<file path="config.mk">
export PLATFORM = sky130hd
export DESIGN_NAME = pad_owner_mux
export DESIGN_NICKNAME = d
export VERILOG_FILES = /design/src/rtl/pom_pkg.sv /design/src/rtl/pom_arbiter.sv /design/src/rtl/pom_drive.sv /design/src/rtl/pom_input.sv /design/src/rtl/pom_lane.sv /design/src/rtl/pad_owner_mux.sv
export SDC_FILE = /design/constraint.sdc
export NUM_CORES = 1
export LEC_CHECK = 0
export ABC_CLOCK_PERIOD_IN_PS = 1300
export CORE_ASPECT_RATIO = 0.7
export CORE_MARGIN = 2
export CORE_UTILIZATION = 23
export DETAILED_ROUTE_END_ITERATION = 10
export PLACE_DENSITY = 0.83
export RECOVER_POWER = 50
export SETUP_SLACK_MARGIN = 0.3
export SLEW_MARGIN = 20
export SYNTH_ARGS = -nofsm -noshare
export SYNTH_HDL_FRONTEND = slang
export SYNTH_SLANG_ARGS = --single-unit
</file>
<file path="constraint.sdc">
create_clock -name vclk -period 1.3
set_input_delay 0.195 -clock vclk [all_inputs]
set_output_delay 0.195 -clock vclk [all_outputs]
set_load 0.03 [all_outputs]
</file>
<file path="src/rtl/pom_pkg.sv">
package pom_pkg;

  typedef enum logic [1:0] {
    OWN_GPIO = 2'd0,
    OWN_PA   = 2'd1,
    OWN_PB   = 2'd2
  } owner_e;

  localparam logic CTL_USER   = 1'b0;
  localparam logic CTL_MODULE = 1'b1;

  // Fixed priority: A, then B, then port.
  function automatic owner_e pick_owner(input logic a_en, input logic b_en);
    if (a_en)      return OWN_PA;
    else if (b_en) return OWN_PB;
    else           return OWN_GPIO;
  endfunction

  // A pad outside the analog mask is always digital.
  function automatic logic digital_ok(input logic shared, input logic cfg);
    return !shared || cfg;
  endfunction

  // Level seen inside: driven value when driving, else pad receiver.
  function automatic logic seen_level(input logic oe, input logic drv, input logic pin);
    return oe ? drv : pin;
  endfunction

endpackage

</file>
<file path="src/rtl/pom_arbiter.sv">
module pom_arbiter
  import pom_pkg::*;
(
  input  logic   a_en,
  input  logic   b_en,
  output owner_e owner,
  output logic   own_a,
  output logic   own_b,
  output logic   own_g
);
  always_comb begin
    owner = pick_owner(a_en, b_en);
    own_a = (owner == OWN_PA);
    own_b = (owner == OWN_PB);
    own_g = (owner == OWN_GPIO);
  end
endmodule

</file>
<file path="src/rtl/pom_drive.sv">
module pom_drive
  import pom_pkg::*;
(
  input  owner_e owner,
  input  logic   a_do,
  input  logic   a_oe,
  input  logic   a_mode,
  input  logic   b_do,
  input  logic   b_oe,
  input  logic   b_mode,
  input  logic   lat,
  input  logic   tris,
  input  logic   dig,
  output logic   drv_out,
  output logic   drv_oe
);
  logic sel_do, sel_oe, sel_mode, by_port;

  always_comb begin
    case (owner)
      OWN_PA:  begin sel_do = a_do; sel_oe = a_oe; sel_mode = a_mode; end
      OWN_PB:  begin sel_do = b_do; sel_oe = b_oe; sel_mode = b_mode; end
      default: begin sel_do = 1'b0; sel_oe = 1'b0; sel_mode = CTL_USER; end
    endcase
    by_port = (owner == OWN_GPIO) || (sel_mode == CTL_USER);
    if (!dig) begin
      drv_out = 1'b0;
      drv_oe  = 1'b0;
    end else if (by_port) begin
      drv_out = lat;
      drv_oe  = !tris;
    end else begin
      drv_out = sel_do;
      drv_oe  = sel_oe;
    end
  end
endmodule

</file>
<file path="src/rtl/pom_input.sv">
module pom_input
  import pom_pkg::*;
(
  input  logic pin,
  input  logic drv_out,
  input  logic drv_oe,
  input  logic dig,
  output logic din
);
  always_comb din = dig && seen_level(drv_oe, drv_out, pin);
endmodule

</file>
<file path="src/rtl/pom_lane.sv">
module pom_lane
  import pom_pkg::*;
#(
  parameter bit SHARED = 1'b0
) (
  input  logic a_en, a_do, a_oe, a_mode,
  input  logic b_en, b_do, b_oe, b_mode,
  input  logic lat,
  input  logic tris,
  input  logic cfg,
  input  logic pin,
  output logic drv_out,
  output logic drv_oe,
  output logic din,
  output logic own_a,
  output logic own_b,
  output logic own_g
);
  owner_e owner;
  logic   dig;

  always_comb dig = digital_ok(SHARED, cfg);

  pom_arbiter u_arb (
    .a_en (a_en), .b_en (b_en), .owner (owner),
    .own_a(own_a), .own_b(own_b), .own_g(own_g)
  );

  pom_drive u_drv (
    .owner (owner),
    .a_do  (a_do), .a_oe (a_oe), .a_mode (a_mode),
    .b_do  (b_do), .b_oe (b_oe), .b_mode (b_mode),
    .lat   (lat),  .tris (tris), .dig    (dig),
    .drv_out(drv_out), .drv_oe(drv_oe)
  );

  pom_input u_in (
    .pin(pin), .drv_out(drv_out), .drv_oe(drv_oe), .dig(dig), .din(din)
  );
endmodule

</file>
<file path="src/rtl/pad_owner_mux.sv">
module pad_owner_mux #(
  parameter int                NPINS      = 8,
  parameter logic [NPINS-1:0]  ANA_SHARED = 8'h0F
) (
  input  logic [NPINS-1:0] pa_en,
  input  logic [NPINS-1:0] pa_do,
  input  logic [NPINS-1:0] pa_oe,
  input  logic [NPINS-1:0] pa_mode,
  input  logic [NPINS-1:0] pb_en,
  input  logic [NPINS-1:0] pb_do,
  input  logic [NPINS-1:0] pb_oe,
  input  logic [NPINS-1:0] pb_mode,
  input  logic [NPINS-1:0] gpio_lat,
  input  logic [NPINS-1:0] gpio_tris,
  input  logic [NPINS-1:0] ana_dig,
  input  logic [NPINS-1:0] pad_in,
  output logic [NPINS-1:0] pad_out,
  output logic [NPINS-1:0] pad_oe,
  output logic [NPINS-1:0] pa_in,
  output logic [NPINS-1:0] pb_in,
  output logic [NPINS-1:0] gpio_rd
);
  // Ownership per pad, brought out for the checker.
  logic [NPINS-1:0] own_a, own_b, own_g;
  logic [NPINS-1:0] din;

  for (genvar i = 0; i < NPINS; i++) begin : g_lane
    pom_lane #(.SHARED(ANA_SHARED[i])) u_lane (
      .a_en (pa_en[i]), .a_do (pa_do[i]), .a_oe (pa_oe[i]), .a_mode (pa_mode[i]),
      .b_en (pb_en[i]), .b_do (pb_do[i]), .b_oe (pb_oe[i]), .b_mode (pb_mode[i]),
      .lat  (gpio_lat[i]), .tris (gpio_tris[i]), .cfg (ana_dig[i]), .pin (pad_in[i]),
      .drv_out(pad_out[i]), .drv_oe(pad_oe[i]), .din(din[i]),
      .own_a(own_a[i]), .own_b(own_b[i]), .own_g(own_g[i])
    );
  end

  assign pa_in   = din;
  assign pb_in   = din;
  assign gpio_rd = din;
endmodule

</file>
==> flow_metrics.py <==
metrics = {
    "setup_path": {
        "critPathLaunch": "pb_en[6]",
        "crit_path_end_kind": "output pin",
        "required_ns": 1.11,
        "worstPathMaxFanout": 3,
        "timing.critical_path.to": "gpio_rd[6]",
        "startpoint_type": "input port",
        "crit_type": "input port to output pin",
        "arrival_ns": 1.38,
    },
    "grt": {
        "grt_max_degree": 6,
        "grt_pass1_wl_um": 6240,
        "first_global_vias": 1369,
        "track_usage_pct": 16.0,
        "grt.overflow.total": 0,
        "grt_use_met2_pct": 32.3,
        "grt_antenna_before_repair": 0,
        "gr-usage-met3_pct": 1.22,
        "grt_most_used_layer": "met2",
        "use_met1_pct": 19.3,
    },
    "finish": {
        "seqCellArea_um2": 0,
        "final_layout_size_suffix_gt1_share_pct": 62.2,
        "nNetsFinal": 360,
        "diodes": 0,
        "area_growth_pct": 165,
        "nClkBuffers": 0,
        "final_core_util_pct": 65.4,
        "stdcell_count": 314,
        "seq_cells": 0,
    },
    "floorplanning": {
        "die_x_um": 82.7,
        "initial_core_util_pct": 24.6,
        "die_height_um": 59.1,
        "core-area_um2": 4040,
        "rows": 19,
        "ioPinCount": 136,
        "die-area_um2": 4880,
    },
    "timing": {
        "period_needed_ns": 1.58,
        "fin_ws_ns": -0.275,
        "worst_slew_pin_slew_ns": 0.261,
        "holdWs_ns": 0.829,
        "setup_viol": 32,
        "max_freq_mhz": 635,
        "hold_violations": 0,
        "fin_crit_sh_pct": 121,
        "relSlewSlack_pct": 82.6,
        "maxSlewViolCount": 0,
        "rsz0062_at_grt": "true",
    },
    "status": {
        "failed_checks": "negative setup slack",
        "status": "complete, but fails checks",
    },
    "drt": {
        "firstDrtPassIters": 4,
        "vias_per_cell": 4.58,
        "wl_per_cell_um": 14.1,
        "drt.antenna.violating_nets": 0,
        "drc": 0,
        "wl_um": 4430,
        "vias": 1439,
        "drt-initial-drc-count": 35,
    },
    "min_path": {
        "min_path_type": "input port to output pin",
    },
    "logic_synthesis": {
        "yosysSeqAreaShare_pct": 0,
        "synth_area_leaders": "buf_4 (30%), mux2i_1 (12%), nand3b_1 (6.0%), a22oi_2 (5.0%), o221a_1 (4.5%)",
        "synthCells": 136,
        "syn_area_um2": 996,
        "synth_top_area_cell": "buf_4",
        "synth_top_area_share_pct": 30.2,
        "yosys_warnings": 0,
        "syn_nets": 232,
        "syn_avg_cell_area_um2": 7.32,
        "synthDistinctLibCells": 20,
    },
    "cts": {
        "hold_buffers": 0,
    },
    "pwr": {
        "power.total_mw": 1.30,
        "cellLeakagePower_nw": 1.26,
        "irDropWorstVdd_mv": 0.357,
        "p_per_area_nw_per_um2": 493,
    },
    "placed_design": {
        "dp_cells": 296,
        "port_buffers": 132,
        "pre_cts_slack_ns": -0.662,
        "dp_hpwl_um": 3330,
        "place_congestion": 0.751,
    },
    "run": {
        "max-cap-violations": 0,
    },
}
-- critical path: stages --
cell and delay [ns]:
buf_6 0.09, nor2b_4 0.12, a22oi_2 0.23, mux2i_1 0.28, o221a_1 0.31, buf_6 0.16
-- cells in the final DEF, fill, tap and decap left out, drive strengths merged --
cell type	Yosys	final
mux2i	12	12
o21a	4	4
o221a	4	4
a22o	4	4
clkdlybuf4s15	0	18
nand3b	8	8
inv	4	4
or3	4	4
nor2	8	8
buf	40	107
dlygate4sd2	0	20
o32a	4	4
a22oi	8	8
nand3	4	4
clkdlybuf4s50	0	18
and3	4	4
a211oi	4	4
nand2	8	8
clkbuf	0	3
and2	4	4
a21oi	4	4
nor2b	4	4
nand2b	4	4
-- metrics by stage --
stage	area (µm²)	TNS, ns
final	2640	-4.70
after global routing	2640	-6.72
after CTS	2460	-4.50
after detailed placement	2190	-19.95
after global placement	2190	-18.96
after floorplan	1130	-0.373
-- timing repair --
action | CTS | global route
gates resized for setup | 261 | 52
endpoints found under the setup margin | 40 | 40
pin swaps | 56 | 38
endpoints found under the hold margin | 0 | 0
buffers inserted | 14 | 4
-- area by class of cell --
class / count / area, µm²
inverters: 4 / 15.0
multi-input cells: 92 / 925
fillers: 334 / 1400
well taps: 52 / 65.1
repair buffers: 166 / 1640
-- metal layers --
metal | up-vias | wire length [µm]
li1 | 713 | -
met1 | 664 | 1670
met2 | 60 | 2430
met3 | 2 | 314
met4 | 0 | 14
met5 | - | 0
-- cell usage after synthesis, drive strengths merged --
master  instances
or3             4
nor2            8
o21a            4
inv             4
nand2b          4
nand3           4
and3            4
nand3b          8
o32a            4
mux2i          12
buf            40
a21oi           4
nand2           8
nor2b           4
and2            4
o221a           4
a22oi           8
a22o            4
a211oi          4
-- worst min-delay path by stage --
stage,from,to,slack (ns),cells past startpoint
floorplan,gpio_tris[4],pad_oe[4],0.61,2
global placement,ana_dig[2],pad_oe[2],1.07,4
detailed placement,ana_dig[2],pad_oe[2],1.07,4
CTS,ana_dig[0],pad_out[0],0.85,3
global route,pa_en[3],pad_oe[3],0.88,5
finish,pa_en[3],pad_oe[3],0.83,5
-- kinds of logic (layout without fill, tap and decap cells) --
| logic type | count (synthesis) | count (layout) | share of synthesized area, % |
|---|---|---|---|
| AO/OA/AOI/OAI | 32 | 32 | 28.6 |
| multiplexers | 12 | 12 | 12.1 |
| buffers and inverters | 44 | 170 | 31.7 |
| AND/OR/NAND/NOR | 48 | 48 | 27.6 |
-- report_power, final --
part	leakage, nW	internal, mW	total (mW)	switching [mW]
combinational	1.26	0.714	1.30	0.590
sequential	0	0	0	0
clock	0	0	0	0
total	1.26	0.714	1.30	0.590
Power figures use the tool's default switching activity.
